### config.mk
export PLATFORM = sky130hd
export DESIGN_NAME = irq_source_bank
export DESIGN_NICKNAME = d
export VERILOG_FILES = /design/src/rtl/irq_bank_pkg.sv /design/src/rtl/irq_edge_sense.sv /design/src/rtl/irq_ident_bit.sv /design/src/rtl/irq_pend_tree.sv /design/src/rtl/irq_source_bank.sv
export SDC_FILE = /design/constraint.sdc
export NUM_CORES = 1
export LEC_CHECK = 0
export CAP_MARGIN = 20
export CORE_ASPECT_RATIO = 1.75
export CORE_MARGIN = 4
export CORE_UTILIZATION = 60
export CTS_CLUSTER_SIZE = 40
export DETAILED_ROUTE_END_ITERATION = 6
export GPL_TIMING_DRIVEN = 0
export PLACE_DENSITY = 0.84
export SLEW_MARGIN = 10
export SYNTH_ARGS = -nofsm -noshare
export SYNTH_HDL_FRONTEND = slang
export SYNTH_SLANG_ARGS = --single-unit
### constraint.sdc
create_clock -name clk -period 5.2 [get_ports clk]
set_input_delay 1.04 -clock clk [delete_from_list [all_inputs] [get_ports clk]]
set_output_delay 1.04 -clock clk [all_outputs]
set_load 0.02 [all_outputs]
### src/rtl/irq_bank_pkg.sv
package irq_bank_pkg;
  localparam int OFS_W = 4;

  typedef enum logic [1:0] {
    SEL_LIVE  = 2'd0,
    SEL_MASK  = 2'd1,
    SEL_IDENT = 2'd2,
    SEL_ENAB  = 2'd3
  } reg_sel_e;

  function automatic reg_sel_e decode_sel(input logic [OFS_W-1:0] ofs);
    return reg_sel_e'(ofs[3:2]);
  endfunction
endpackage

### src/rtl/irq_edge_sense.sv
module irq_edge_sense #(
  parameter int W = 32
) (
  input  logic         clk,
  input  logic         rst,
  input  logic [W-1:0] ev_i,
  output logic [W-1:0] level_o,
  output logic [W-1:0] rise_o
);
  logic [W-1:0] ev_q;

  always_ff @(posedge clk) begin
    if (rst) ev_q <= '0;
    else     ev_q <= ev_i;
  end

  assign level_o = ev_q;
  assign rise_o  = ev_i & ~ev_q;
endmodule

### src/rtl/irq_ident_bit.sv
module irq_ident_bit (
  input  logic clk,
  input  logic rst,
  input  logic set_i,
  input  logic clr_i,
  output logic vis_o,
  output logic deep_o
);
  // thermometer count: slot0 = at least one, slot1 = two held
  logic slot0, slot1;

  always_ff @(posedge clk) begin
    if (rst) begin
      slot0 <= 1'b0;
      slot1 <= 1'b0;
    end else begin
      unique case ({set_i, clr_i})
        2'b10: begin slot1 <= slot0; slot0 <= 1'b1; end
        2'b01: begin slot0 <= slot1; slot1 <= 1'b0; end
        2'b11: slot0 <= 1'b1;
        default: ;
      endcase
    end
  end

  assign vis_o  = slot0;
  assign deep_o = slot1;
endmodule

### src/rtl/irq_pend_tree.sv
module irq_pend_tree #(
  parameter int W      = 32,
  parameter int HALF_W = 16
) (
  input  logic                 clk,
  input  logic                 rst,
  input  logic [W-1:0]         ident_i,
  input  logic [W-1:0]         en_i,
  output logic                 pend_o,
  output logic [W/HALF_W-1:0]  half_o
);
  localparam int NH = W / HALF_W;

  logic [W-1:0]  hit;
  logic [NH-1:0] half_hit;

  assign hit = ident_i & en_i;

  for (genvar h = 0; h < NH; h++) begin : g_half
    assign half_hit[h] = |hit[h*HALF_W +: HALF_W];
  end

  always_ff @(posedge clk) begin
    if (rst) begin
      pend_o <= 1'b0;
      half_o <= '0;
    end else begin
      pend_o <= |hit;
      half_o <= half_hit;
    end
  end
endmodule

### src/rtl/irq_source_bank.sv
module irq_source_bank
  import irq_bank_pkg::*;
#(
  parameter int DATA_W = 32,
  parameter int HALF_W = 16
) (
  input  logic                     clk,
  input  logic                     rst,
  input  logic [DATA_W-1:0]        ev_in,
  input  logic                     wr_en,
  input  logic [OFS_W-1:0]         addr,
  input  logic [DATA_W-1:0]        wdata,
  output logic [DATA_W-1:0]        rdata,
  output logic                     pend_o,
  output logic [DATA_W/HALF_W-1:0] eng_pend_o
);
  localparam int NUM_HALF = DATA_W / HALF_W;

  reg_sel_e          sel;
  logic              aligned;
  logic [DATA_W-1:0] live_q, rise, mask_q, en_q;
  logic [DATA_W-1:0] set_vec, clr_vec, ident_vis, ident_deep;
  logic [DATA_W-1:0] rdata_q;

  assign sel     = decode_sel(addr);
  assign aligned = (addr[1:0] == 2'b00);

  irq_edge_sense #(.W(DATA_W)) u_edge (
    .clk(clk), .rst(rst), .ev_i(ev_in), .level_o(live_q), .rise_o(rise)
  );

  always_ff @(posedge clk) begin
    if (rst) begin
      mask_q <= '1;
      en_q   <= '0;
    end else if (wr_en && aligned) begin
      if (sel == SEL_MASK) mask_q <= wdata;
      if (sel == SEL_ENAB) en_q   <= wdata;
    end
  end

  assign set_vec = rise & ~mask_q;
  assign clr_vec = (wr_en && aligned && sel == SEL_IDENT) ? wdata : '0;

  for (genvar b = 0; b < DATA_W; b++) begin : g_bit
    irq_ident_bit u_bit (
      .clk(clk), .rst(rst), .set_i(set_vec[b]), .clr_i(clr_vec[b]),
      .vis_o(ident_vis[b]), .deep_o(ident_deep[b])
    );
  end

  irq_pend_tree #(.W(DATA_W), .HALF_W(HALF_W)) u_pend (
    .clk(clk), .rst(rst), .ident_i(ident_vis), .en_i(en_q),
    .pend_o(pend_o), .half_o(eng_pend_o)
  );

  always_ff @(posedge clk) begin
    if (rst || !aligned) begin
      rdata_q <= '0;
    end else begin
      unique case (sel)
        SEL_LIVE:  rdata_q <= live_q;
        SEL_MASK:  rdata_q <= mask_q;
        SEL_IDENT: rdata_q <= ident_vis;
        SEL_ENAB:  rdata_q <= en_q;
        default:   rdata_q <= '0;
      endcase
    end
  end

  assign rdata = rdata_q;

  if (NUM_HALF < 1) begin : g_bad_cfg
    initial $error("HALF_W must not exceed DATA_W");
  end
endmodule

==> impl_metrics.toml, run 1 <==
[status]
status = "completed"

[sta]
skew_ps = 10.5
slew_viol_final = 0
finalSetupViolCount = 0
finalHoldViolCount = 0
timing.fmax_ghz = 0.346
rsz0062_at_grt = "false"
post-route-period-util_pct = 55.6
finalCriticalPeriod_ps = 2890
holdWs_ps = 470
tightest_slew_ps = 907
slew_headroom_pct = 39.6
tns_ps = 0

[worst_setup_path]
critPathBufInv = 2
cp-start-kind = "input port"
timing.rr.start = "g_bit[12].u_bit.vis_o"
crit_path_cell_trace = "clkdlybuf4s50_1 > nor2_4 > nand3_2 > nor2_4 > buf_4 > nand2_1 > ha_1 > nor3_1 > nor2_1 > a21oi_1 > nor2_1"
crit_required_ps = 5500
worstReg2RegEnd = "u_pend.pend_o"
crit_fanout = 10
crit_type = "in2reg"
slowest_delay_ps = 460
slowest_stage = "clkdlybuf4s50_1"
r2r_cells = 4
cp_data_arrival_time_ps = 3200
end_kind = "flip-flop"
reg2reg_slack_ps = 3710
cp_top_family = "simple AND/OR/NAND/NOR gates"

[die]
die_w_um = 105
die_h_um = 178
num_io_pins = 106
dieArea_sq_um = 18700
initial_core_util_pct = 60.6
num_rows = 62
coreArea_sq_um = 16400

[logic_synthesis]
seq_area_frac_synth_pct = 39.3
ys_ff_latch = 195
ys_types = 29
syn-cell-area_sq_um = 9920
syn_inst = 1073
synth_area_per_cell_sq_um = 9.25
syn_nets = 1272
yosysWarnings = 0

[route]
wl_per_cell_um = 18.0
routed_wl_um = 25700
drt_iter0_markers = 383
viasPerCell = 5.65
firstDrtPassIters = 6
drc = 0
vias = 8085
ant_nets = 0

[min_path]
hold_class = "reg2reg"
hold_end = "g_bit[21].u_bit.deep_o"
hp-start = "g_bit[21].u_bit.deep_o"
min_path_cells = 2

[flow_run]
maxCapViolCount = 0

[finish]
mostFrequentLayoutCell = "dfxtp_1"
n_antenna_cell = 0
final_area_sq_um = 11800
layout_common_cells = "195 x dfxtp_1, 192 x nand2_1, 128 x ha_1, 103 x clkdlybuf4s50_1, 98 x nor2_1"
syn_to_final_growth_pct = 18.8
fillers = 1197
layout-drive-gt1-share_pct = 7.71
finalNetCount = 1394

[clock_tree]
h-tree-depth = 4
hold_buffers = 0
cts_tree = "built"
cts_setup_buffers = 0
post_cts_resize_count = 0
clkLatencyLatePin_ps = 430
root_buffer = "clkbuf_16"
clk_pin_slew_worst_paths_ps = 80
cts_max_path_buffers = 2
cts_sinks = 195
cts_buffers = 17

[global_route]
grt_max_degree = 18
first_global_vias = 8337
antenna_found_initial = 0
grt_pass1_wl_um = 41200
gr-total-overflow = 0
grt_usage_pct = 27.9

[power]
power_density_nw_per_um2 = 260
leakagePower_nw = 4.89
ir_drop_mv = 0.202

[placement]
dp_hpwl_um = 19100
dpl-instance-area_sq_um = 11200
io_buffer_count = 103
gp_congestion = 0.854
[cells by family after synthesis]
| family | count (synthesis) | share of synthesized area (%) |
|---|---|---|
| and+or+nand+nor | 524 | 26.6 |
| DFF | 195 | 39.3 |
| adders and majority gates | 128 | 16.1 |
| AOI/OAI and AO/OA | 113 | 6.30 |
| buffers and inverters | 81 | 4.25 |
| muxes | 32 | 7.41 |
[metal layers]
layer | vias up | part of all wire, % | global-route usage, %
met3 | 109 | 5.6 | 4.67
li1 | 3813 | - | -
met1 | 3840 | 35 | 29.3
met4 | 0 | 6.1 | 18.1
met5 | - | 0 | 0
met2 | 323 | 53 | 51.0
[area by class of cell]
class	count	area, sq um	area share (%)
clock buffer	17	425	3.61
clock inverter	14	130	1.10
multi-input combinational	797	5600	47.5
timing repair buffer	103	1030	8.74
buffer	49	302	2.56
inverter	32	120	1.02
sequential	195	3900	33.1
tap	224	280	2.38
[worst max-delay path by stage]
stage / from / to / slack, ps / cells past startpoint
after floorplan: addr[3] / g_bit[30].u_bit.vis_o / 2720 / 11
after global placement: addr[1] / g_bit[25].u_bit.vis_o / 1990 / 11
after detailed placement: addr[1] / g_bit[12].u_bit.vis_o / 1960 / 11
after CTS: addr[1] / g_bit[5].u_bit.vis_o / 2320 / 11
after global routing: addr[1] / g_bit[5].u_bit.vis_o / 2180 / 11
final: addr[1] / g_bit[5].u_bit.vis_o / 2310 / 11
[registers in the layout, summed over array words and instances (netlist names)]
register and count:
u_pend.pend_o 1, g_bit.u_bit.vis_o 32, en_q 32, mask_q 32
rdata 32, u_pend.half_o 2, u_edge.level_o 32, g_bit.u_bit.deep_o 32
[worst register-to-register path, cell delays in order, from the launching register on]
cell and delay, ps:
dfxtp_1 350, a22o_1 230, a221oi_1 380, and4_1 280, a21oi_1 90
[through the flow]
step,instances,total power [mW],setup WS [ps],util (%)
after floorplan,1073,1.70,2720,-
after global placement,1400,1.82,1990,68.6
after detailed placement,1400,1.83,1960,68.6
after CTS,1431,3.06,2320,72.0
after global routing,1431,3.15,2180,72.0
final,1431,3.06,2310,72.0
[Yosys cell counts, drive strengths merged]
master  instances  area share, %
a22o            8           0.71
mux4           32            7.4
nand3           1           0.10
ha            128             16
nand3b         64            4.8
a21oi          97            4.9
nor3           32            1.6
nand4b          1           0.24
a221oi          8           0.71
nand2b         32            2.0
buf            36            2.5
clkbuf         13           0.49
nor2b          64            4.0
nand4           1          0.063
or3             1          0.063
and4            3           0.26
nor2          100            3.9
dfxtp         195             39
nand2         192            7.3
and4b           1           0.10
and2           32            2.0
inv            32            1.2
[report_power, final]
group | internal (mW) | switching [mW] | total (mW)
combinational | 0.131 | 0.128 | 0.259
clock | 0.663 | 0.606 | 1.27
sequential | 1.52 | 0.0156 | 1.54
total | 2.31 | 0.750 | 3.06
No activity file was read; power rests on OpenSTA's default activity.
==> run 2, diff against run 1 <==
Settings changed: CORE_UTILIZATION 60 to 57, PLACE_DENSITY 0.84 to 0.8.
Clock period 5.2 ns to 2.8 ns, I/O delays scaled along.
==> impl_metrics.toml, run 2 (same netlist as run 1, synthesis figures left out) <==
[die]
num_rows = 63
dieArea_sq_um = 19700
die_w_um = 108
initial_core_util_pct = 58.3
coreArea_sq_um = 17000
die_h_um = 183
num_io_pins = 106

[power]
p_switching_mw = 1.45
power_density_nw_per_um2 = 491
ir_drop_mv = 0.368
combPwrFrac_pct = 8.3
p_int_mw = 4.35
p_seq_share_pct = 49.2
swShare_pct = 25.0
clockPowerShare_pct = 42.6
leakagePower_nw = 4.93

[worst_setup_path]
crit_type = "in2reg"
timing.rr.start = "g_bit[12].u_bit.vis_o"
cp_top_family = "simple AND/OR/NAND/NOR gates"
slowest_delay_ps = 460
crit_path_cell_trace = "clkdlybuf4s50_1 > nor2_4 > nand3_2 > nor2_4 > buf_4 > nand2_1 > ha_1 > nor3_1 > nor2_1 > a21oi_1 > nor2_1"
cp_data_arrival_time_ps = 2690
critPathBufInv = 2
worstReg2RegEnd = "u_pend.pend_o"
end_kind = "flip-flop"
cp-start-kind = "input port"
crit_required_ps = 3110
r2r_cells = 4
reg2reg_slack_ps = 1160
crit_fanout = 10
slowest_stage = "clkdlybuf4s50_1"

[clock_tree]
cts_buffers = 17
h-tree-depth = 4
hold_buffers = 0
cts_setup_buffers = 0
clkLatencyLatePin_ps = 450
cts_tree = "built"
root_buffer = "clkbuf_16"
clk_pin_slew_worst_paths_ps = 70
post_cts_resize_count = 0
cts_max_path_buffers = 2
cts_sinks = 195

[finish]
layout_common_cells = "195 x dfxtp_1, 192 x nand2_1, 128 x ha_1, 103 x clkdlybuf4s50_1, 98 x nor2_1"
multi_input_area_sq_um = 5600
layout.cells.non_filler = 1435
regArea_sq_um = 3900
layout-drive-gt1-share_pct = 7.70
finalNetCount = 1394
syn_to_final_growth_pct = 19.2
mostFrequentLayoutCell = "dfxtp_1"
n_antenna_cell = 0
fillers = 1366

[sta]
slew_headroom_pct = 36.8
tightest_slew_ps = 949
skew_ps = 6.68
post-route-period-util_pct = 84.9
timing.fmax_ghz = 0.420
finalHoldViolCount = 0
rsz0062_at_grt = "false"
fin_ws_ps = 422
finalSetupViolCount = 0
tns_ps = 0
finalCriticalPeriod_ps = 2380
slew_viol_final = 0

[global_route]
antenna_found_initial = 0
use_met3_pct = 4.99
grt_pass1_wl_um = 41100
busiest_layer = "met2"
grt_max_degree = 19
globalRouteMet1Util_pct = 27.6
grt_usage_pct = 27.1
gr-total-overflow = 0
first_global_vias = 8223
met2_usage_pct = 49.9

[route]
routed_wl_um = 26100
drt_iter0_markers = 470
firstDrtPassIters = 5
ant_nets = 0
drc = 0
vias = 8127
viasPerCell = 5.66
wl_per_cell_um = 18.2

[placement]
dp.cells = 1403
io_buffer_count = 103
preCtsSetupSlack_ps = 13.4
gp_congestion = 0.892
dp_hpwl_um = 19200

[min_path]
hold_end = "g_bit[28].u_bit.deep_o"
hold_class = "reg2reg"
hp-start = "g_bit[28].u_bit.deep_o"
min_path_cells = 2

[status]
status = "completed"

[flow_run]
maxCapViolCount = 0
## run 2: changes by cell type in the layout (fill, tap and decap cells not counted), sizes merged
cell      before  now
clkinv         2    5
clkbuf        30   32
inv           36   38
clkinvlp       7    1
## run 2: final cells by class
type	count	area share, %
clock buffers	19	3.75
well taps	227	2.40
flip-flops and latches	195	33.0
repair buffers	103	8.72
clock inverters	13	1.22
multi-input cells	797	47.3
inverters	32	1.02
plain buffers	49	2.55
## run 2: worst max path at each step
stage,startpoint,cells past startpoint,to,slack [ps]
2_1_floorplan,addr[3],11,g_bit[30].u_bit.vis_o,800
6_report,addr[1],11,g_bit[0].u_bit.vis_o,420
4_1_cts,addr[1],11,g_bit[0].u_bit.vis_o,460
3_5_place_dp,addr[1],11,g_bit[10].u_bit.vis_o,10
5_1_grt,addr[1],11,g_bit[0].u_bit.vis_o,270
3_3_place_gp,addr[1],11,g_bit[30].u_bit.vis_o,50
## run 2: worst reg2reg max path, cell delays in order (launching register included)
cell and delay (ps):
dfxtp_1 350, a22o_1 230, a221oi_1 490, and4_1 300, a21oi_1 100
## run 2: power groups by stage
stage | Sequential (mW) | Combinational (mW) | Clock (mW)
finish | 2.85 | 0.481 | 2.47
global route | 2.86 | 0.512 | 2.60
CTS | 2.85 | 0.480 | 2.49
detailed placement | 2.91 | 0.476 | 0
global placement | 2.91 | 0.469 | 0
floorplan | 2.92 | 0.235 | 0
## run 2: per-stage QoR
step	power, mW	utilization, %	area, sq um	hold WS, ps
floorplan	3.15	-	9920	445
global placement	3.38	66.0	11200	454
detailed placement	3.39	66.0	11200	460
global route	5.96	69.5	11800	490
finish	5.80	69.5	11800	469
CTS	5.82	69.5	11800	472
## run 2: per-layer routing
layer | part of all wire (%) | wire length, um
met5 | 0 | 0
met4 | 5.7 | 1490
met3 | 5.8 | 1510
met2 | 54 | 14000
met1 | 35 | 9090
==> run 3, diff against run 2 <==
Settings changed: CORE_UTILIZATION 57 to 52, PLACE_DENSITY 0.8 to 0.77.
Clock period 2.8 ns to 2.1 ns, I/O delays scaled along.
==> impl_metrics.toml, run 3 (same netlist as run 1, synthesis figures left out) <==
[power]
p_int_mw = 5.81
clockPowerShare_pct = 42.1
ir_drop_mv = 0.583
p_seq_share_pct = 49.4
combPwrFrac_pct = 8.5
p_switching_mw = 1.88
power_density_nw_per_um2 = 641
swShare_pct = 24.5
leakagePower_nw = 5.02

[status]
status = "completed"

[die]
initial_core_util_pct = 53.2
coreArea_sq_um = 18700
num_rows = 66
num_io_pins = 106
die_h_um = 191
die_w_um = 112
dieArea_sq_um = 21400

[worst_setup_path]
timing.rr.start = "g_bit[12].u_bit.vis_o"
end_kind = "flip-flop"
crit_fanout = 10
cp_data_arrival_time_ps = 2310
startpoint = "rst"
cp-start-kind = "input port"
crit_type = "in2reg"
crit_required_ps = 2370

[clock_tree]
clk_pin_slew_worst_paths_ps = 70
hold_buffers = 0
cts_buffers = 17
h-tree-depth = 4
cts_tree = "built"
cts_sinks = 195
cts_max_path_buffers = 2
root_buffer = "clkbuf_16"
clkLatencyLatePin_ps = 440

[finish]
layout_common_cells = "195 x dfxtp_1, 192 x nand2_1, 128 x ha_1, 100 x clkdlybuf4s50_1, 98 x nor2_1"
final_area_sq_um = 12000
mostFrequentLayoutCell = "dfxtp_1"
layout-drive-gt1-share_pct = 8.88
n_antenna_cell = 0
fillers = 1562
syn_to_final_growth_pct = 21.0
layout.cells.non_filler = 1454
finalNetCount = 1402

[sta]
rsz0062_at_grt = "false"
post-route-period-util_pct = 97.0
finalHoldViolCount = 0
fin_ws_ps = 62.4
finalSetupViolCount = 0
tightest_slew_ps = 1020
finalCriticalPeriod_ps = 2040
tns_ps = 0
timing.fmax_ghz = 0.491
slew_viol_final = 0
slew_headroom_pct = 31.9
skew_ps = 11.1

[min_path]
hp-start = "g_bit[23].u_bit.deep_o"
hold_class = "reg2reg"

[route]
wl_per_cell_um = 18.3
maxUsedRoutingLayer = "met4"
dr_wl_met2_um = 14300
ant_nets = 0
vias = 8058
route.met3.wl_um = 1470
drt_iter0_markers = 482
firstDrtPassIters = 4
drc = 0
wl_met1_um = 9560
viasPerCell = 5.54
routed_wl_um = 26600

[global_route]
grt_max_degree = 18
first_global_vias = 8166
antenna_found_initial = 0
grt_usage_pct = 24.6
gr-total-overflow = 0
grt_pass1_wl_um = 41100

[placement]
dp_hpwl_um = 19300
io_buffer_count = 103
gp_congestion = 0.847
preCtsSetupSlack_ps = -539
dp.cells = 1414
dpl-instance-area_sq_um = 11300

[flow_run]
maxCapViolCount = 0
==> run 3: path summary, 6_finish.rpt <==
kind | to | slack, ps | cells after the start
worst max-delay path | u_pend.pend_o | 60 | 5
worst min-delay path | g_bit[23].u_bit.deep_o | 470 | 2
worst max register to register | u_pend.pend_o | 490 | 4
worst min register to register | g_bit[23].u_bit.deep_o | 470 | 2
==> run 3: power groups by stage <==
| stage | Clock (mW) | Sequential, mW | Combinational [mW] |
|---|---|---|---|
| after floorplan | 0 | 3.89 | 0.313 |
| after global placement | 0 | 3.88 | 0.632 |
| final | 3.24 | 3.80 | 0.657 |
| after CTS | 3.26 | 3.80 | 0.647 |
| after global routing | 3.41 | 3.81 | 0.701 |
| after detailed placement | 0 | 3.89 | 0.641 |
==> run 3: cell type report <==
| type | instances | area, sq um | share of cell area (%) |
|---|---|---|---|
| inverter | 32 | 120 | 1.00 |
| clock inverter | 13 | 128 | 1.06 |
| multi-input combinational | 797 | 5630 | 46.9 |
| buffer | 49 | 324 | 2.70 |
| sequential | 195 | 3900 | 32.5 |
| timing repair buffer | 111 | 1150 | 9.58 |
| clock buffer | 19 | 453 | 3.77 |
| tap | 238 | 298 | 2.48 |
==> run 3: per-layer routing <==
metal / track usage (%) / up-vias
li1: - / 3822
met1: 25.1 / 3859
met2: 46.1 / 299
met3: 4.92 / 78
met4: 13.4 / 0
met5: 0 / -
==> run 3: what timing repair did <==
action | in CTS | in global routing
setup endpoints to repair | 54 | 48
setup buffers | 4 | 2
gates cloned | 0 | 2
pin swaps | 1 | 3
gates resized for setup | 0 | 16
==> run 3: worst max-delay path, cell delays in order <==
cell             delay (ps)
clkdlybuf4s50_1         460
buf_2                   220
buf_2                   280
buf_1                   800
a21oi_1                 120
==> run 3: metrics by stage <==
stage               hold slack (ps)  utilization, %  total power [mW]
detailed placement              463            60.3              4.53
CTS                             476            63.6              7.71
global route                    487            64.3              7.92
finish                          473            64.3              7.70
global placement                454            60.3              4.52
floorplan                       445               -              4.20
